`config.mk`:
```
export PLATFORM = sky130hd
export DESIGN_NAME = pwr_seq_ctrl
export DESIGN_NICKNAME = d
export VERILOG_FILES = /design/src/rtl/pwr_seq_pkg.sv /design/src/rtl/pwr_seq_timer.sv /design/src/rtl/pwr_seq_wake.sv /design/src/rtl/pwr_seq_ctrl.sv
export SDC_FILE = /design/constraint.sdc
export NUM_CORES = 1
export LEC_CHECK = 0
export BUFFER_PORTS_ARGS = -buffer_cell sky130_fd_sc_hd__buf_2
export CAP_MARGIN = 20
export CORE_ASPECT_RATIO = 1.2
export CORE_MARGIN = 2
export CORE_UTILIZATION = 40
export CTS_CLUSTER_SIZE = 20
export DETAILED_ROUTE_END_ITERATION = 16
export GPL_ROUTABILITY_DRIVEN = 0
export PLACE_DENSITY = 0.6
export SETUP_SLACK_MARGIN = 0.5
export SLEW_MARGIN = 0
export SYNTH_ARGS = -nofsm -noshare
export SYNTH_HDL_FRONTEND = slang
export SYNTH_SLANG_ARGS = --single-unit
```
`constraint.sdc`:
```
create_clock -name clk -period 2.4 [get_ports clk]
set_input_delay 0.24 -clock clk [delete_from_list [all_inputs] [get_ports clk]]
set_output_delay 0.24 -clock clk [all_outputs]
set_load 0.05 [all_outputs]
```
`src/rtl/pwr_seq_pkg.sv`:
```
package pwr_seq_pkg;

    localparam int CLK_SEL_W = 2;

    localparam logic [1:0] RG_MAIN = 2'b00;
    localparam logic [1:0] RG_LOW  = 2'b01;
    localparam logic [1:0] RG_OFF  = 2'b10;

    typedef enum logic [3:0] {
        ST_RUN,
        ST_SLEEP,
        ST_ENTER,
        ST_STOP,
        ST_STOP_REG,
        ST_STOP_OSC,
        ST_STBY,
        ST_STBY_REG,
        ST_RESET
    } pstate_t;

    typedef struct packed {
        logic       cpu;
        logic       dom;
        logic       osc;
        logic       pll;
        logic [1:0] rgm;
        logic       drst;
        logic       hiz;
    } pout_t;

    typedef struct packed {
        pstate_t              st;
        logic                 wfe;
        logic                 stby;
        logic                 lp;
        logic [CLK_SEL_W-1:0] sel;
        logic                 sbf;
        pout_t                o;
    } pctl_t;

    function automatic pout_t decode_out(pstate_t s, logic lp, logic pll_sw);
        pout_t r;
        r = '{cpu: 1'b0, dom: 1'b0, osc: 1'b0, pll: 1'b0,
              rgm: RG_MAIN, drst: 1'b0, hiz: 1'b0};
        case (s)
            ST_RUN:      begin r.cpu = 1'b1; r.dom = 1'b1; r.osc = 1'b1; r.pll = pll_sw; end
            ST_SLEEP,
            ST_ENTER:    begin r.dom = 1'b1; r.osc = 1'b1; r.pll = pll_sw; end
            ST_STOP:     r.rgm = lp ? RG_LOW : RG_MAIN;
            ST_STOP_REG: r.rgm = RG_MAIN;
            ST_STOP_OSC: r.osc = 1'b1;
            ST_STBY:     begin r.rgm = RG_OFF; r.hiz = 1'b1; end
            ST_STBY_REG: r.hiz = 1'b1;
            ST_RESET:    begin r.dom = 1'b1; r.osc = 1'b1; r.drst = 1'b1; end
            default:     r.rgm = RG_MAIN;
        endcase
        return r;
    endfunction

endpackage

```
`src/rtl/pwr_seq_timer.sv`:
```
module pwr_seq_timer #(
    parameter int CNT_W = 3
) (
    input  logic             clk,
    input  logic             rst_n,
    input  logic             load,
    input  logic [CNT_W-1:0] load_val,
    output logic             done
);
    logic [CNT_W-1:0] cnt_d, cnt_q;

    always_comb begin
        cnt_d = cnt_q;
        if (load)
            cnt_d = load_val;
        else if (cnt_q != '0)
            cnt_d = cnt_q - CNT_W'(1);
    end

    always_ff @(posedge clk or negedge rst_n) begin
        if (!rst_n) cnt_q <= '0;
        else        cnt_q <= cnt_d;
    end

    assign done = (cnt_q == '0);
endmodule

```
`src/rtl/pwr_seq_wake.sv`:
```
module pwr_seq_wake (
    input  logic clk,
    input  logic rst_n,
    input  logic wake_pin,
    input  logic alarm_evt,
    input  logic irq_any,
    input  logic evt_any,
    input  logic wfe_kind,
    output logic core_wake,
    output logic sb_wake
);
    logic pin_d, pin_q;

    always_comb begin
        pin_d = wake_pin;
    end

    // reset high so a pin already high is not taken as an edge
    always_ff @(posedge clk or negedge rst_n) begin
        if (!rst_n) pin_q <= 1'b1;
        else        pin_q <= pin_d;
    end

    assign core_wake = wfe_kind ? evt_any : irq_any;
    assign sb_wake   = (wake_pin & ~pin_q) | alarm_evt;
endmodule

```
`src/rtl/pwr_seq_ctrl.sv`:
```
module pwr_seq_ctrl
    import pwr_seq_pkg::*;
#(
    parameter int unsigned REG_DLY = 6,
    parameter int unsigned OSC_DLY = 4
) (
    input  logic                 clk,
    input  logic                 rst_n,
    input  logic                 cfg_deep,
    input  logic                 cfg_powerdown,
    input  logic                 cfg_lowreg,
    input  logic                 cfg_sleep_on_ret,
    input  logic                 wfi_req,
    input  logic                 wfe_req,
    input  logic                 isr_return,
    input  logic                 irq_any,
    input  logic                 evt_any,
    input  logic                 flash_busy,
    input  logic                 bus_busy,
    input  logic                 line_pend,
    input  logic                 alarm_flag,
    input  logic                 wuf_flag,
    input  logic                 wake_pin,
    input  logic                 alarm_evt,
    input  logic                 ext_rst,
    input  logic                 wdg_rst,
    input  logic                 sbf_clr,
    input  logic                 clk_sel_wr,
    input  logic [CLK_SEL_W-1:0] clk_sel_val,
    input  logic                 sw_pll_en,
    output logic                 cpu_clk_en,
    output logic                 dom_clk_en,
    output logic                 hs_osc_en,
    output logic                 pll_en,
    output logic [1:0]           reg_mode,
    output logic [CLK_SEL_W-1:0] sysclk_sel,
    output logic                 domain_rst,
    output logic                 standby_flag,
    output logic                 pad_hiz
);
    localparam int unsigned MAX_DLY = (REG_DLY > OSC_DLY) ? REG_DLY : OSC_DLY;
    localparam int          CNT_W   = $clog2(MAX_DLY + 1);
    localparam logic [CNT_W-1:0] REG_LD = CNT_W'(REG_DLY - 1);
    localparam logic [CNT_W-1:0] OSC_LD = CNT_W'(OSC_DLY - 1);

    pctl_t            q, d;
    logic             tmr_load;
    logic [CNT_W-1:0] tmr_val;
    logic             tmr_done;
    logic             core_wake, sb_wake;
    logic             req_wfi, req_wfe, req_any, hw_rst, refuse;

    pwr_seq_timer #(.CNT_W(CNT_W)) u_tmr (
        .clk      (clk),
        .rst_n    (rst_n),
        .load     (tmr_load),
        .load_val (tmr_val),
        .done     (tmr_done)
    );

    pwr_seq_wake u_wake (
        .clk       (clk),
        .rst_n     (rst_n),
        .wake_pin  (wake_pin),
        .alarm_evt (alarm_evt),
        .irq_any   (irq_any),
        .evt_any   (evt_any),
        .wfe_kind  (q.wfe),
        .core_wake (core_wake),
        .sb_wake   (sb_wake)
    );

    always_comb begin
        d        = q;
        tmr_load = 1'b0;
        tmr_val  = '0;
        req_wfi  = cfg_sleep_on_ret ? isr_return : wfi_req;
        req_wfe  = cfg_sleep_on_ret ? 1'b0 : wfe_req;
        req_any  = req_wfi | req_wfe;
        hw_rst   = ext_rst | wdg_rst;
        refuse   = cfg_powerdown ? wuf_flag : (line_pend | alarm_flag);

        case (q.st)
            ST_RUN: begin
                if (hw_rst) begin
                    d.st = ST_RESET;
                end else if (req_any) begin
                    d.wfe  = req_wfe;
                    d.stby = cfg_powerdown;
                    d.lp   = cfg_lowreg;
                    if (!cfg_deep)
                        d.st = ST_SLEEP;
                    else if (!refuse)
                        d.st = ST_ENTER;
                end else begin
                    if (clk_sel_wr) d.sel = clk_sel_val;
                    if (sbf_clr)    d.sbf = 1'b0;
                end
            end
            ST_SLEEP: begin
                if (hw_rst)         d.st = ST_RESET;
                else if (core_wake) d.st = ST_RUN;
            end
            ST_ENTER: begin
                if (hw_rst)
                    d.st = ST_RESET;
                else if (q.stby ? sb_wake : core_wake)
                    d.st = ST_RUN;
                else if (!flash_busy && !bus_busy)
                    d.st = q.stby ? ST_STBY : ST_STOP;
            end
            ST_STOP: begin
                if (hw_rst) begin
                    d.st = ST_RESET;
                end else if (core_wake) begin
                    tmr_load = 1'b1;
                    if (q.lp) begin
                        d.st    = ST_STOP_REG;
                        tmr_val = REG_LD;
                    end else begin
                        d.st    = ST_STOP_OSC;
                        tmr_val = OSC_LD;
                    end
                end
            end
            ST_STOP_REG: begin
                if (hw_rst) begin
                    d.st = ST_RESET;
                end else if (tmr_done) begin
                    d.st     = ST_STOP_OSC;
                    tmr_load = 1'b1;
                    tmr_val  = OSC_LD;
                end
            end
            ST_STOP_OSC: begin
                if (hw_rst) begin
                    d.st = ST_RESET;
                end else if (tmr_done) begin
                    d.st  = ST_RUN;
                    d.sel = '0;
                end
            end
            ST_STBY: begin
                if (sb_wake || hw_rst) begin
                    d.st     = ST_STBY_REG;
                    tmr_load = 1'b1;
                    tmr_val  = REG_LD;
                end
            end
            ST_STBY_REG: begin
                if (tmr_done) begin
                    d.st  = ST_RESET;
                    d.sbf = 1'b1;
                end
            end
            ST_RESET: begin
                d.st   = ST_RUN;
                d.sel  = '0;
                d.wfe  = 1'b0;
                d.stby = 1'b0;
                d.lp   = 1'b0;
            end
            default: d.st = ST_RUN;
        endcase

        d.o = decode_out(d.st, d.lp, sw_pll_en);
    end

    always_ff @(posedge clk or negedge rst_n) begin
        if (!rst_n) begin
            q.st   <= ST_RUN;
            q.wfe  <= 1'b0;
            q.stby <= 1'b0;
            q.lp   <= 1'b0;
            q.sel  <= '0;
            q.sbf  <= 1'b0;
            q.o    <= '{cpu: 1'b1, dom: 1'b1, osc: 1'b1, pll: 1'b0,
                        rgm: RG_MAIN, drst: 1'b0, hiz: 1'b0};
        end else begin
            q <= d;
        end
    end

    assign cpu_clk_en   = q.o.cpu;
    assign dom_clk_en   = q.o.dom;
    assign hs_osc_en    = q.o.osc;
    assign pll_en       = q.o.pll;
    assign reg_mode     = q.o.rgm;
    assign domain_rst   = q.o.drst;
    assign pad_hiz      = q.o.hiz;
    assign sysclk_sel   = q.sel;
    assign standby_flag = q.sbf;
endmodule

```
# --- Word level (Yosys, flattened, before mapping) ---
# Cells that the tools add are included.
totals:
  out_inout_bits: 11
  word_cells: 122
  reg_bits: 22
classes:
  addsub: 1
  muxes: 58
  eq_ne: 23
  bitwise: 6
  reduce_logical: 19
ops:
  columns: ["cell", "count"]
  rows:
  - ["$mux 4", 16]
  - ["$pmux 4 s8", 1]
  - ["$eq 4x3->1 const B", 7]
  - ["$mux 3", 8]
  - ["$mux 1", 20]
  - ["$eq 4x2->1 const B", 4]
  - ["$ne 2x2->1 const B", 8]
  - ["$mux 2", 5]
  - ["$pmux 3 s3", 1]
  - ["$eq 4x1->1 const B", 2]
  - ["$eq 4x4->1 const B", 2]
  - ["$logic_not 4->1", 2]
  - ["$mux 7", 1]
  - ["$mux 6", 1]
  - ["$pmux 2 s3", 1]
  - ["$pmux 3 s2", 1]
  - ["$reduce_and 6->1", 1]
  - ["$reduce_bool 2->1", 3]
  - ["$reduce_bool 3->1", 2]
  - ["$reduce_and 5->1", 1]
  - ["$reduce_or 5->1", 1]
  - ["$or 1x1->1", 4]
  - ["$pmux 2 s2", 1]
  - ["$reduce_or 4->1", 1]
  - ["12 further kinds", 13]

# --- Logic depth before layout (Yosys ltp) ---
logic_depth:
  word_depth: 10
  ltp_mapped: 9
  mapped_depth_nobuf: 8

# --- Cells and area by module ---
# From an unflattened synthesis, not the netlist that was laid out.
unflattened:
  cells_unflattened: 141
  hier_area_um2: 1353.8
modules_own_cells:
  columns: ["mod", "cells_per_inst", "n_inst", "area_each_um2"]
  rows:
  - ["pwr_seq_ctrl", 116, 1, 1099.8]
  - ["pwr_seq_timer", 21, 1, 201.4]
  - ["pwr_seq_wake", 4, 1, 52.6]

# --- Worst setup path after synthesis ---
# OpenSTA, ideal clock, no wires.
synth_path:
  kind: "register to register"
  start: "register u_tmr.cnt_q[0]"
  end: "register q (netlist bit reg_mode[1])"
  path_stages_with_launch: 9
  path_buffers: 1
  setup_ns: 0.120
  setup_slack_ns: 0.551
  synth_period_minus_slack_ns: 1.849
  arrival_ns: 1.729
  path_cell_list: "dfrtp_1 > inv_1 > ha_1 > nor2b_4 > buf_4 > a21oi_1 > a2111o_1 > o2111ai_2 > and3b_1"
synth_rtl:
  columns: ["item", "line", "text"]
  rows:
  - ["start: declaration", "pwr_seq_timer.sv:10", "logic [CNT_W-1:0] cnt_d, cnt_q;"]
  - ["start signal: assignment", "pwr_seq_timer.sv:22", "else cnt_q <= cnt_d;"]
  - ["end: declaration", "pwr_seq_ctrl.sv:46", "pctl_t q, d;"]

==> reports/qor.yml <==
status: "finished clean"
yosysTopAreaCellShare_pct: 34.4
drv_cap: 0
antenna_found_initial: 0
yosysSeqAreaShare_pct: 42.4
reg2reg_depth: 9
rows: 22
root_buffer: "clkbuf_4"
met3_usage_pct: 2.91
htreeDepth: 1
nets: 203
slew-limit-headroom_pct: 66.9
numClockSinks: 22
timing.rr.start: "u_tmr.cnt_q[1]"
dpl.hpwl_um: 2160
max-vdd-ir-drop_mv: 0.479
maxSlewViolCount: 0
fin_crit_sh_pct: 76.5
ant_nets: 0
finalNonFillerCells: 211
drive_gt1_share_pct: 49.1
clock_latency_ps: 320
crit_family: "simple AND/OR/NAND/NOR gates"
finalHoldViolations: 0
grt_pass1_wl_um: 5060
grt_busiest_layer: "met2"
powerDensity_nw_per_um2: 696
vias: 1162
synth_flop_cell: "dfrtp_1"
stdcell_area_um2: 1700
synth_area_leader_cell: "dfrtp_1"
worstPathCellList: "inv_2 > ha_4 > nor2b_4 > buf_6 > nand2_1 > nand2_2 > o22ai_2 > or2_4 > and4b_1"
critPathLaunchType: "flop"
worstHoldEndpoint: "standby_flag"
crit_type: "flop to flop"
dieWidth_um: 56.2
critPathBufInv: 2
cts_inserted_buffers: 3
drc: 0
wire_per_inst_um: 14.8
async_flop_share_pct: 100
synthesis.area_um2: 1310
crit_path_end_kind: "flop"
io_buffers: 35
yosysWarnings: 0
synth_cells: 130
cp_slowest_stage_delay_ps: 410
setup_tns_ps: 0
grtUsageMet2_pct: 28.8
syn_nets: 157
initial_core_util_pct: 42.5
insertedDiodeCount: 0
period_minus_slack_ps: 1840
firstDrtPassIters: 4
cts.clk_slew.worst_paths_ps: 130
r2r_slack_ps: 560
clockBufferDepth: 2
setup_viol_count_final: 0
dieArea_um2: 3750
die_h_um: 66.7
num_io_pins: 36
clock_skew_ps: 5.60
cts_tree: "yes"
area_delta_synth_final_pct: 30.1
grt_overflow: 0
grt_max_degree: 23
synth-seq-cells: 22
whs_path_depth: 2
cp.required_ps: 2670
rr_endpoint: "reg_mode[0]"
postSynthAreaPerCell_um2: 10.1
wl_um: 3110
tightest_slew_ps: 497
hp-start: "sbf_clr"
critPathMaxFanout: 7
first_global_vias: 1077
max_freq_ghz: 0.545
placedInstanceArea_um2: 1450
placed_cells: 194
crit_slowest_cell: "dfrtp_1"
hold_path.class: "input pin to flop"
p_leak_uw: 0.000760
grt_use_met1_pct: 22.1
yosys-top-cells-area: "dfrtp_1 (34%), dfstp_2 (8.0%), nand2_1 (3.7%)"
crit_arrival_ps: 2100
viasPerCell: 5.51
rsz0062_at_grt: "no"
dr.first_iter.drc_count: 39
grt_use_total_pct: 17.2
synth_edf_count: 0
ys_types: 49
core_area_um2: 3080
==> worst max-delay path by stage <==
stage          cells past startpoint     endpoint  slack [ps]            from
2_1_floorplan                      8  reg_mode[1]         550  u_tmr.cnt_q[0]
3_3_place_gp                       5       pll_en         470    u_wake.pin_q
3_5_place_dp                       7  reg_mode[1]         380  u_tmr.cnt_q[0]
4_1_cts                            7  reg_mode[0]         470  u_tmr.cnt_q[0]
5_1_grt                            9  reg_mode[0]         490  u_tmr.cnt_q[1]
6_report                           9  reg_mode[0]         560  u_tmr.cnt_q[1]
==> registers in the layout, indices dropped and copies added (netlist names) <==
signal	flops
q	7
reg_mode	2
domain_rst	1
u_tmr.cnt_q	3
sysclk_sel	2
pll_en	1
pad_hiz	1
u_wake.pin_q	1
dom_clk_en	1
cpu_clk_en	1
hs_osc_en	1
standby_flag	1
==> per-layer routing <==
layer | share of wire, % | vias up | wire length (um)
met5 | 0 | - | 0
met4 | 1.2 | 0 | 38
met3 | 5.3 | 5 | 165
met2 | 49 | 40 | 1520
met1 | 45 | 556 | 1390
li1 | - | 561 | -
==> final cells by class <==
cell class                      instances  area (um^2)
Fill cell                             292         1380
Multi-Input combinational cell         92          722
Sequential cell                        22          561
Timing Repair Buffer                   50          297
Tap cell                               36         45.0
Clock inverter                          1         30.0
Inverter                                7         26.3
Clock buffer                            3         22.5
==> power breakdown <==
part | switching [uW] | internal (uW) | leakage [uW]
Sequential | 36.7 | 421 | 0.000274
Clock | 122 | 169 | 0.0000279
Combinational | 233 | 204 | 0.000459
==> timing repair <==
action                                 4_1_cts  5_1_grt
hold buffers                                 1        1
setup endpoints to repair                    5        6
buffers inserted                             1       10
pin swaps                                    2        7
endpoints found under the hold margin       18        1
gates resized for setup                      2       23
==> kinds of logic (layout without fill, tap and decap cells) <==
logic type	after synthesis	count (layout)	synth area share, %
and+or+nand+nor	50	50	22.7
AOI/OAI and AO/OA	35	35	19.4
DFF	22	22	42.4
buffers and inverters	16	61	8.89
muxes	4	4	4.02
adders and majority gates	2	2	1.91
xor gates and xnor gates	1	1	0.669
==> cell usage in the layout, fill, tap and decap left out, types with 2 or more instances in the layout <==
cell type	count
buf_4	12
dlygate4sd3_1	2
clkbuf_4	3
nor2b_1	2
buf_2	35
a31oi_1	4
nand4_1	2
nor3_1	3
mux2i_1	3
inv_1	5
dfstp_2	4
nand3_1	2
dfrtp_1	14
dfrtp_2	4
inv_2	2
o21ai_1	2
o21ai_2	2
o21ai_0	4
a21oi_1	6
nor2_1	8
a211oi_2	2
nand2b_1	2
a22o_1	2
nor4_1	2
nand2_1	12
nor3_2	2
nor4_2	2
==> stage by stage <==
stage	utilization, %	hold WS [ps]	setup slack (ps)	total power [uW]
floorplan	-	-55.6	551	721
global placement	47.2	233	471	780
detailed placement	47.2	249	384	792
CTS	49.8	10.9	473	1100
global route	55.2	88.7	489	1250
finish	55.2	74.5	564	1190
==> cells in the mapped netlist (2+ instances only) <==
master     n
a31oi_1    4
a32o_1     2
nand3_1    2
ha_1       2
nand2_1   13
mux2i_1    3
inv_1      7
nor2b_1    2
nand2b_1   2
clkbuf_8   3
nor4_1     3
nor2_1     8
o21ai_0    7
a22o_1     2
a21oi_1    6
nor3_1     4
a211oi_1   3
nand4_1    2
dfstp_2    4
buf_4      5
dfrtp_1   18
(Power assumes the default switching activity.)
